===== config.mk =====
export PLATFORM = sky130hd
export DESIGN_NAME = vsync_field_gen
export DESIGN_NICKNAME = d
export VERILOG_FILES = /design/src/rtl/vsm_pkg.sv /design/src/rtl/vsm_src_edge.sv /design/src/rtl/vsm_halfline_cnt.sv /design/src/rtl/vsm_frame_out.sv /design/src/rtl/vsync_field_gen.sv
export SDC_FILE = /design/constraint.sdc
export NUM_CORES = 1
export LEC_CHECK = 0
export BUFFER_PORTS_ARGS = -buffer_cell sky130_fd_sc_hd__buf_2
export CORE_MARGIN = 2
export CORE_UTILIZATION = 45
export DETAILED_ROUTE_END_ITERATION = 10
export PLACE_DENSITY = 0.72
export SLEW_MARGIN = 20
export SYNTH_ARGS = -nofsm -noshare
export SYNTH_HDL_FRONTEND = slang
export SYNTH_SLANG_ARGS = --single-unit

===== constraint.sdc =====
create_clock -name clk -period 2.85 [get_ports clk]
set_clock_uncertainty 0.2 [all_clocks]
set_input_delay 0.285 -clock clk [delete_from_list [all_inputs] [get_ports clk]]
set_output_delay 0.285 -clock clk [all_outputs]
set_load 0.01 [all_outputs]

===== src/rtl/vsm_pkg.sv =====
package vsm_pkg;

    localparam int unsigned CMP_W = 16;

    typedef enum logic {
        SRC_COMPOSITE = 1'b0,
        SRC_PIN       = 1'b1
    } vs_src_e;

    typedef struct packed {
        logic accept;
        logic fill;
    } frame_ev_t;

    function automatic logic at_or_past(input logic [CMP_W-1:0] cnt,
                                        input logic [CMP_W-1:0] lim);
        return cnt >= lim;
    endfunction

endpackage


===== src/rtl/vsm_src_edge.sv =====
module vsm_src_edge
    import vsm_pkg::*;
(
    input  logic clk,
    input  logic rst,
    input  logic src_sel,
    input  logic vs_comp,
    input  logic vs_pin,
    output logic rise
);
    vs_src_e src;
    logic    vs_now;
    logic    vs_prev;

    assign src    = vs_src_e'(src_sel);
    assign vs_now = (src == SRC_PIN) ? vs_pin : vs_comp;
    assign rise   = vs_now & ~vs_prev;

    always_ff @(posedge clk) begin
        if (rst) vs_prev <= 1'b0;
        else     vs_prev <= vs_now;
    end

    // a rising edge can only come from the selected input
    a_r2_edge_from_selected: assert property (@(posedge clk) disable iff (rst)
        rise |-> (src_sel ? vs_pin : vs_comp));

endmodule


===== src/rtl/vsm_halfline_cnt.sv =====
module vsm_halfline_cnt #(
    parameter int unsigned CNT_W = 10
) (
    input  logic             clk,
    input  logic             rst,
    input  logic             tick,
    input  logic             clear,
    output logic [CNT_W-1:0] cnt
);
    always_ff @(posedge clk) begin
        if (rst || clear) cnt <= '0;
        else if (tick)    cnt <= cnt + 1'b1;
    end

    // without a tick or a clear, the count holds
    a_r5_hold: assert property (@(posedge clk) disable iff (rst)
        (!tick && !clear) |=> $stable(cnt));

    // a clear leaves the count at zero
    a_r7_clear: assert property (@(posedge clk) disable iff (rst)
        clear |=> (cnt == '0));

endmodule


===== src/rtl/vsm_frame_out.sv =====
module vsm_frame_out
    import vsm_pkg::*;
(
    input  logic      clk,
    input  logic      rst,
    input  frame_ev_t ev,
    input  logic      cnt_lsb,
    output logic      frame_pulse,
    output logic      field_odd,
    output logic      fill_flag
);
    always_ff @(posedge clk) begin
        if (rst) begin
            frame_pulse <= 1'b0;
            field_odd   <= 1'b0;
            fill_flag   <= 1'b0;
        end else begin
            frame_pulse <= ev.accept | ev.fill;
            if (ev.accept) begin
                field_odd <= cnt_lsb;
                fill_flag <= 1'b0;
            end else if (ev.fill) begin
                field_odd <= ~field_odd;
                fill_flag <= 1'b1;
            end
        end
    end

    // a substituted pulse inverts the field
    a_r8_fill_toggles: assert property (@(posedge clk) disable iff (rst)
        (ev.fill && !ev.accept) |=> (field_odd != $past(field_odd)) && fill_flag);

    // between pulses the field and the flag hold
    a_r9_hold: assert property (@(posedge clk) disable iff (rst)
        (!ev.accept && !ev.fill) |=> ($stable(field_odd) && $stable(fill_flag) && !frame_pulse));

endmodule


===== src/rtl/vsync_field_gen.sv =====
module vsync_field_gen
    import vsm_pkg::*;
#(
    parameter int unsigned CNT_W = 10
) (
    input  logic             clk,
    input  logic             rst,
    input  logic             half_tick,
    input  logic             src_sel,
    input  logic             vs_comp,
    input  logic             vs_pin,
    input  logic [CNT_W-1:0] mask_start,
    input  logic [CNT_W-1:0] fill_pos,
    output logic             frame_pulse,
    output logic             field_odd,
    output logic             fill_flag
);
    localparam int unsigned PAD_W = CMP_W - CNT_W;

    logic             rise;
    logic [CNT_W-1:0] cnt;
    frame_ev_t        ev;

    vsm_src_edge u_edge (
        .clk     (clk),
        .rst     (rst),
        .src_sel (src_sel),
        .vs_comp (vs_comp),
        .vs_pin  (vs_pin),
        .rise    (rise)
    );

    always_comb begin
        ev.accept = rise && at_or_past({{PAD_W{1'b0}}, cnt}, {{PAD_W{1'b0}}, mask_start});
        ev.fill   = !ev.accept && half_tick &&
                    at_or_past({{PAD_W{1'b0}}, cnt}, {{PAD_W{1'b0}}, fill_pos});
    end

    vsm_halfline_cnt #(.CNT_W(CNT_W)) u_cnt (
        .clk   (clk),
        .rst   (rst),
        .tick  (half_tick),
        .clear (ev.accept | ev.fill),
        .cnt   (cnt)
    );

    vsm_frame_out u_out (
        .clk         (clk),
        .rst         (rst),
        .ev          (ev),
        .cnt_lsb     (cnt[0]),
        .frame_pulse (frame_pulse),
        .field_odd   (field_odd),
        .fill_flag   (fill_flag)
    );

    // an edge inside the masked region gives no pulse unless a fill is due
    a_r4_masked: assert property (@(posedge clk) disable iff (rst)
        (rise && (cnt < mask_start) && !(half_tick && cnt >= fill_pos)) |=> !frame_pulse);

    // an accepted edge gives a real pulse
    a_r3_accept_pulse: assert property (@(posedge clk) disable iff (rst)
        (rise && cnt >= mask_start) |=> (frame_pulse && !fill_flag));

    // an accepted pulse takes the parity of the count
    a_r8_parity: assert property (@(posedge clk) disable iff (rst)
        (rise && cnt >= mask_start) |=> (field_odd == $past(cnt[0])));

    // the count is zero in the cycle the frame pulse shows
    a_r7_pulse_zero: assert property (@(posedge clk) disable iff (rst)
        frame_pulse |-> (cnt == '0));

endmodule


### Word level (Yosys, flattened, before mapping)

Cells that the tools add are included.

* bits of input ports: 26
* flip-flop bits (word level): 14
* logic and storage cells: 22
* bits in read-only memories: 0
* memories kept: 0
* memory bits (writable): 0
* latch bits: 0
* output and inout bits: 3

* bitwise operators: 4
* add/sub/neg operators: 1
* divide/modulo/power cells: 0
* reductions and logical operators: 7
* $mul: 0
* equality and inequality tests: 0
* shift-type cells: 0
* mux-type cells: 3
* order comparisons: 2

Operators with widths (number)
* >= comparator 10 bit: 2
* adder 10 x 1 -> 10 bit, second input constant: 1
* logical AND 1 bit: 3
* 2-to-1 mux 1 bit: 3
* NOT 1 bit: 2
* nonzero test 2 bit: 1
* OR reduction 2 bit: 1
* bitwise AND 1 bit: 1
* zero test 1 bit: 1
* logical OR 1 bit: 1
* OR 1 bit: 1

### Depth between registers and ports, before layout

Gate-level depths: netlist (run 1).

* depth in word-level cells: 8
* mapped depth: 9
* depth with buffers taken out: 8

### By module

Synthesis (run 1) repeated with hierarchy kept, for this count alone.

* cell total of the unflattened synthesis: 135
* area total of the unflattened synthesis: 1103.6 um^2

Modules (own cells, without submodules)
* vsync_field_gen: cells each 72, area each 514.2 um^2, seq. area each 0.0 um^2, instances 1
* vsm_halfline_cnt: cells each 48, area each 444.2 um^2, seq. area each 200.2 um^2, instances 1
* vsm_frame_out: cells each 11, area each 107.6 um^2, seq. area each 60.1 um^2, instances 1
* vsm_src_edge: cells each 4, area each 37.5 um^2, seq. area each 20.0 um^2, instances 1

### Least setup slack after synthesis (run 1)

No wires, ideal clock.

* path kind: register -> register
* start point: register u_cnt.cnt[0]
* end point: register u_out.field_odd
* data arrival time: 1.766 ns
* buffers on the path: 1
* required time: 2.564 ns
* path slack: 0.798 ns
* library setup time: 0.086 ns
* period minus slack after synthesis: 2.052 ns
* cell stages (with the launch flop): 10
* path through: dfxtp_1 > buf_2 > inv_1 > ha_1 > nand2b_1 > a21oi_1 > o21bai_1 > o311ai_2 > xor2_1 > a211oi_1

* longest elaborated chain between the ends: 6
* elaborated cells on any way between the ends: 8
* those cells by class: order compare (2); mux (1); reduce/logical (5)

Ends and longest elaborated chain
* start, declared: RTL line vsm_halfline_cnt.sv:8 `output logic [CNT_W-1:0] cnt`
* start signal, assigned: RTL line vsm_halfline_cnt.sv:12 `else if (tick) cnt <= cnt + 1'b1;`
* >= comparator 10 bit: RTL line vsm_pkg.sv:17 `return cnt >= lim;`
* logical AND 1 bit: RTL line vsync_field_gen.sv:34 `ev.accept = rise && at_or_past({{PAD_W{1'b0}}, cnt}, {{PAD_W{1'b0}}, mask_start});`
* zero test 1 bit: RTL line vsync_field_gen.sv:35 `ev.fill = !ev.accept && half_tick &&`
* logical AND 1 bit (2 in a row): RTL line vsync_field_gen.sv:35
* nonzero test 2 bit (no line)
* end signal, assigned: RTL line vsm_frame_out.sv:20 `field_odd <= cnt_lsb;`
* end signal, assigned: RTL line vsm_frame_out.sv:23 `field_odd <= ~field_odd;`
* end, declared: RTL line vsm_frame_out.sv:9 `output logic field_odd,`

Several ways; a longest one is shown, not always the timed one.
A chain may end at the register's enable or synchronous reset.

### Worst setup path after layout (run 1)

* start point: register u_cnt.cnt[0]
* end point: register u_cnt.cnt[4]

* longest elaborated chain between the ends: 7
* elaborated cells on any way between the ends: 9
* those cells by class: add/sub (1); order compare (2); bitwise (1); reduce/logical (5)

Ends and longest elaborated chain
* >= comparator 10 bit: RTL line vsm_pkg.sv:17
* logical AND 1 bit: RTL line vsync_field_gen.sv:34
* zero test 1 bit: RTL line vsync_field_gen.sv:35
* logical AND 1 bit (2 in a row): RTL line vsync_field_gen.sv:35
* OR 1 bit: RTL line vsync_field_gen.sv:43 `.clear (ev.accept | ev.fill),`
* logical OR 1 bit: RTL line vsm_halfline_cnt.sv:11 `if (rst || clear) cnt <= '0;`

Several ways; a longest one is shown, not always the timed one.

==> results of run 1 <==
-- sequential cells by signal, indices dropped and copies added (netlist names) --
register	count
u_cnt.cnt	10
u_out.fill_flag	1
u_out.field_odd	1
u_edge.vs_prev	1
u_out.frame_pulse	1
-- through the flow --
step | cells | power [mW] | hold slack [ps] | setup WS [ps] | utilization
global placement | 180 | 0.272 | 235 | 566 | 0.550
global route | 183 | 0.399 | 24.0 | 316 | 0.561
finish | 183 | 0.373 | 28.8 | 475 | 0.561
CTS | 183 | 0.378 | 17.1 | 473 | 0.561
floorplan | 125 | 0.247 | 154 | 798 | -
detailed placement | 180 | 0.275 | 248 | 497 | 0.550
-- synth_stat cells --
library cell,number,area (µm²)
ha_1,21,263
inv_1,20,75.1
nor2_1,16,60.1
dfxtp_1,14,280
xor2_1,9,78.8
a21oi_1,7,35.0
nand4_1,6,37.5
o21ai_0,6,30.0
nand2_1,5,18.8
a211oi_1,4,30.0
and3_2,3,22.5
nand2b_1,3,18.8
mux2i_1,2,20.0
a41o_1,1,10.0
buf_2,1,5.00
nand3b_2,1,11.3
o21a_1,1,7.51
o21ai_1,1,5.00
o21bai_1,1,7.51
o22ai_1,1,6.26
o311ai_2,1,16.3
xnor2_1,1,8.76
-- power breakdown --
group	total, mW	internal, mW	switching, mW
combinational	0.0637	0.0331	0.0306
clock	0.103	0.0488	0.0541
sequential	0.207	0.200	0.00701
total	0.373	0.281	0.0917
-- cell families (layout without fill, tap and decap cells) --
family	count (synthesis)	in the layout	share of synthesized area
and+or+nand+nor	34	34	0.161
AOI/OAI and AO/OA	23	23	0.141
adders and majority gates	21	21	0.251
buffers and inverters	21	51	0.0765
DFF	14	14	0.268
xor gates and xnor gates	10	10	0.0836
muxes	2	2	0.0191
-- worst paths after layout --
kind	startpoint	endpoint	slack (ps)	cells after the start
worst min-delay path	rst	u_out.frame_pulse	30	2
worst max register to register	u_cnt.cnt[0]	u_cnt.cnt[4]	470	8
worst max-delay path	u_cnt.cnt[0]	u_cnt.cnt[4]	470	8
worst min register to register	u_out.fill_flag	u_out.fill_flag	250	2
-- layer usage --
layer | global-route usage | wire length (µm) | up-vias
li1 | - | - | 487
met4 | 0.0128 | 0 | 0
met5 | 0 | 0 | -
met3 | 0.0514 | 92 | 0
met2 | 0.300 | 1010 | 14
met1 | 0.218 | 946 | 401
-- area by class of cell --
cell class,count,area [µm²],share of cell area
clock buffers,3,22.5,0.0182
inverters,20,75.1,0.0605
multi-input cells,90,687,0.554
flip-flops and latches,14,280,0.226
well taps,28,35.0,0.0283
repair buffers,28,140,0.113
-- worst reg2reg max path: cells and delay by family (launching register included) --
kind	cells	cell delay [ps]
compound gates	3	610
simple gates	3	600
flops	1	500
fa+ha+maj	1	280
buf+inv	1	120
==> impl_metrics.yaml, run 1 <==
sta:
  finalCritPeriodShare: 0.833
  maxClockFrequency_mhz: 421
  rsz0062_at_grt: "no"
  setup_viol: 0
  tightest_slew_ps: 461
  finalSetupTns_ps: 0
  hold_viol_final: 0
  fin_crit_ps: 2380
  slew_viol_final: 0
  relSlewSlack: 0.691
routing:
  routedWlPerCell_um: 11.2
  drc_errors: 0
  drt_wl_total_mm: 2.05
  drtAntennaViolNets: 0
  vias: 902
  drtPass1Iterations: 4
  detail_route.vias_per_cell: 4.93
  drt_iter0_drc: 6
floorplan:
  rows: 17
  io_pins: 29
  fp.dieW_um: 52.2
  start_util: 0.473
  fp.coreArea_mm2: 0.00221
  dieArea_mm2: 0.00273
  die_h_um: 52.2
placed_design:
  dp_hpwl_mm: 1.75
  io_buffer_count: 28
  place.gp.congestion: 0.762
  dpl_cell_area_mm2: 0.00122
finish:
  final_cell_mix: "buf_2 (28), ha_1 (21), inv_1 (20)"
  num_antenna_cells: 0
  drive_above_1_share: 0.232
  area_delta_synth_final_pct: 18.4
  final_common_cell: "buf_2"
  finish.instance_area_mm2: 0.00124
  nFillCells: 226
  layout.nets: 204
global_route:
  grt_usage: 0.172
  grt_start_max_net_pins: 11
  antenna_found_initial: 0
  grt_overflow: 0
  grt_pass1_wl_mm: 3.53
  grt_pass1_vias: 860
critical_path:
  cp-start-kind: "register"
  worst-path-max-fanout: 10
  path_class: "register to register"
  crit_path_cell_trace: "inv_1 -> ha_1 -> nand2b_1 -> a21oi_1 -> o21ai_0 -> o21ai_1 -> nand3b_2 -> nor2_1"
  critical-path-max-stage-delay_ps: 500
  cp.required_ps: 2860
  endpoint_kind: "register"
  path_buf_inv: 1
  critPathSlowestCell: "dfxtp_1"
  worst_ep_arrival_time_ps: 2380
  path_delay_family: "compound AO/OA/AOI/OAI gates"
logic_synthesis:
  synth_area_per_cell_um2: 8.38
  syn_area_mm2: 0.00105
  synth_cell_type_count: 22
  yosys_warnings: 0
  ys_ff_latch: 14
  syn_nets: 172
  yosysSeqAreaShare: 0.268
  synth_cells: 125
pwr:
  p_per_area_mw_per_mm2: 301
  irDropWorstVdd_mv: 0.485
  power.leakage_nw: 0.674
clock_network:
  cts_tree: "built"
  clkTransAtPathRegs_ps: 70
  cts_root_buf: "clkbuf_4"
  cts_sinks: 14
  postCtsSetupBuffers: 0
  htree_num_levels: 1
  holdBufCountCts: 0
  cts_buffers: 3
  cts_max_path_buffers: 2
  clkLatencyLatePin_ps: 270
  cts_resized: 0
outcome:
  status: "complete, no violations"
min_path:
  min_path_type: "input pin to register"
run:
  cap_violations: 0
(Power assumes the default switching activity.)
==> inputs of run 2 (changes only) <==
- ABC_AREA: unset -> 1
- PLACE_DENSITY: 0.72 -> 0.71
- clock period: 2.85 -> 2.4 ns (I/O delays scaled with it)
==> run 2 against run 1 <==
Synthesized cell count increased by 31%; register-to-register slack improved by 70 ps; sequential cell count unchanged; sequential share of layout area shrank 3.1 points; sequential power increased by 17%; cell count up 23%; synthesized area up 17%; global-route usage decreased by 1.2 points; wire length rose by 12%; critical path depth up 5; non-clock buffer count increased by 1; critical endpoint is now u_cnt.cnt[8].
==> impl_metrics.yaml, run 2 <==
placed_design:
  place.gp.congestion: 0.784
  dp_hpwl_mm: 1.96
  io_buffer_count: 28
  dp.cells: 221
  dpl_cell_area_mm2: 0.00139
  place_ws_ps: 534
finish:
  largest_reg_flops: 10
  drive_above_1_share: 0.286
  finish.instance_area_mm2: 0.00144
  finalCoreUtilization: 0.570
  nFillCells: 253
  layout.nets: 244
  regMostFlops: "u_cnt.cnt"
  final_cell_count_no_fill: 226
  num_antenna_cells: 0
  final_cell_mix: "nand2_1 (32), inv_1 (31), buf_2 (28)"
  area_delta_synth_final_pct: 17.7
  final_common_cell: "nand2_1"
pwr:
  power.leakage_nw: 0.811
  p_total_uw: 504
  p_per_area_mw_per_mm2: 350
  irDropWorstVdd_mv: 0.450
sta:
  setup_viol: 0
  rsz0062_at_grt: "no"
  fin_crit_ps: 1850
  slew_viol_final: 0
  whs_ps: 24.6
  finalSetupTns_ps: 0
  finalCritPeriodShare: 0.772
  hold_viol_final: 0
  relSlewSlack: 0.825
  tightest_slew_ps: 260
  maxClockFrequency_mhz: 540
  fin_ws_ps: 547
logic_synthesis:
  muxShareOfSynthArea: 0.0164
  yosys_warnings: 0
  synth_cells: 164
  syn_area_mm2: 0.00122
  synth_common_cells: "nand2_1 (32), inv_1 (31), ha_1 (21)"
  yosys.area.top_type: "dfxtp_1"
  synthAdderAreaFrac: 0.215
  synth_edf_count: 0
  syn_nets: 211
  synth_compound_area_frac: 0.0542
  synth_cell_type_count: 24
  synth.top_cell.area_share: 0.229
  synthSimpleGateAreaFrac: 0.307
  async_flop_share: 0
  ys_ff_latch: 14
  synth_top_family_by_area: "simple AND/OR/NAND/NOR gates"
  synth_area_leaders: "dfxtp_1 (23%), ha_1 (21%), nand2_1 (9.8%)"
  synth_flop_cell: "dfxtp_1"
  yosysMostFrequentCell: "nand2_1"
  synth_xor_area_frac: 0.0573
  synth_area_per_cell_um2: 7.45
  yosysSeqAreaShare: 0.229
global_route:
  grt_usage: 0.160
  grt_pass1_vias: 1031
  grt_start_max_net_pins: 11
  antenna_found_initial: 0
  grt_pass1_wl_mm: 4.04
  grt_overflow: 0
clock_network:
  cts_sinks: 14
  cts_resized: 0
  cts_max_path_buffers: 2
  cts_buffers: 3
  postCtsSetupBuffers: 0
  clkLatencyLatePin_ps: 280
  cts_tree: "built"
  holdBufCountCts: 1
  htree_num_levels: 1
  clkTransAtPathRegs_ps: 90
  cts_root_buf: "clkbuf_4"
critical_path:
  cp.required_ps: 2430
  worst_ep_arrival_time_ps: 1880
  crit_start: "u_cnt.cnt[0]"
  cp-start-kind: "register"
  path_class: "register to register"
  endpoint_kind: "register"
  worst-path-max-fanout: 10
  r2r_start: "u_cnt.cnt[0]"
floorplan:
  dieArea_mm2: 0.00315
  rows: 18
  fp.coreArea_mm2: 0.00252
  io_pins: 29
  fp.dieW_um: 56.1
  die_h_um: 56.1
  start_util: 0.485
routing:
  drt_wl_total_mm: 2.30
  drt_iter0_drc: 17
  detail_route.vias_per_cell: 4.68
  routedWlPerCell_um: 10.2
  vias: 1058
  drtAntennaViolNets: 0
  drtPass1Iterations: 3
  drc_errors: 0
run:
  cap_violations: 0
min_path:
  min_path_type: "input pin to register"
  hold_start: "vs_comp"
outcome:
  status: "complete, no violations"
[run 2: cell types whose count changed after synthesis, sizes merged, moves of 4 or more]
| cell | previous run | this run |
|---|---|---|
| o21ai | 7 | 2 |
| inv | 20 | 35 |
| xor2 | 9 | 5 |
| nand3 | 0 | 8 |
| nand2 | 5 | 36 |
| nor2 | 16 | 23 |
| a211oi | 4 | 0 |
[run 2: final timing paths]
path | end | slack (ps) | depth (start not counted)
worst min register to register | u_out.fill_flag | 260 | 2
worst max register to register | u_cnt.cnt[8] | 550 | 13
worst min-delay path | u_edge.vs_prev | 20 | 3
worst max-delay path | u_cnt.cnt[8] | 550 | 13
[run 2: per-layer routing]
layer,track usage,vias up,wire length [µm]
met5,0,-,0
met4,0.0204,0,0
met3,0.0512,0,88
met2,0.296,15,1160
met1,0.181,470,1050
li1,-,573,-
[run 2: logic make-up after synthesis]
group,Yosys count
compound gates,11
flops,14
simple gates,71
fa+ha+maj,21
mux,2
buf+inv,37
xor+xnor,8
[run 2: layout make-up]
cell class | instances | area, µm² | share of cell area
Clock buffer | 4 | 36.3 | 0.0252
Sequential cell | 14 | 280 | 0.195
Tap cell | 30 | 37.5 | 0.0261
Timing Repair Buffer | 29 | 150 | 0.104
Multi-Input combinational cell | 113 | 795 | 0.552
Inverter | 36 | 140 | 0.0974
[run 2: report_power, final]
part	switching (mW)	total, mW	internal (mW)
clock	0.0799	0.172	0.0924
combinational	0.0466	0.0884	0.0417
sequential	0.00638	0.243	0.237
total	0.133	0.504	0.371
[run 2: critical path, stage by stage (launching register included)]
cell and delay (ps):
dfxtp_1 440, inv_1 110, ha_1 270, inv_1 50, nand2_1 40, nand2_1 50, nand2_1 50, nand3_1 70
nand3_2 100, nand2_4 100, nand2_4 70, inv_6 60, nand2_8 90, nor2_2 90
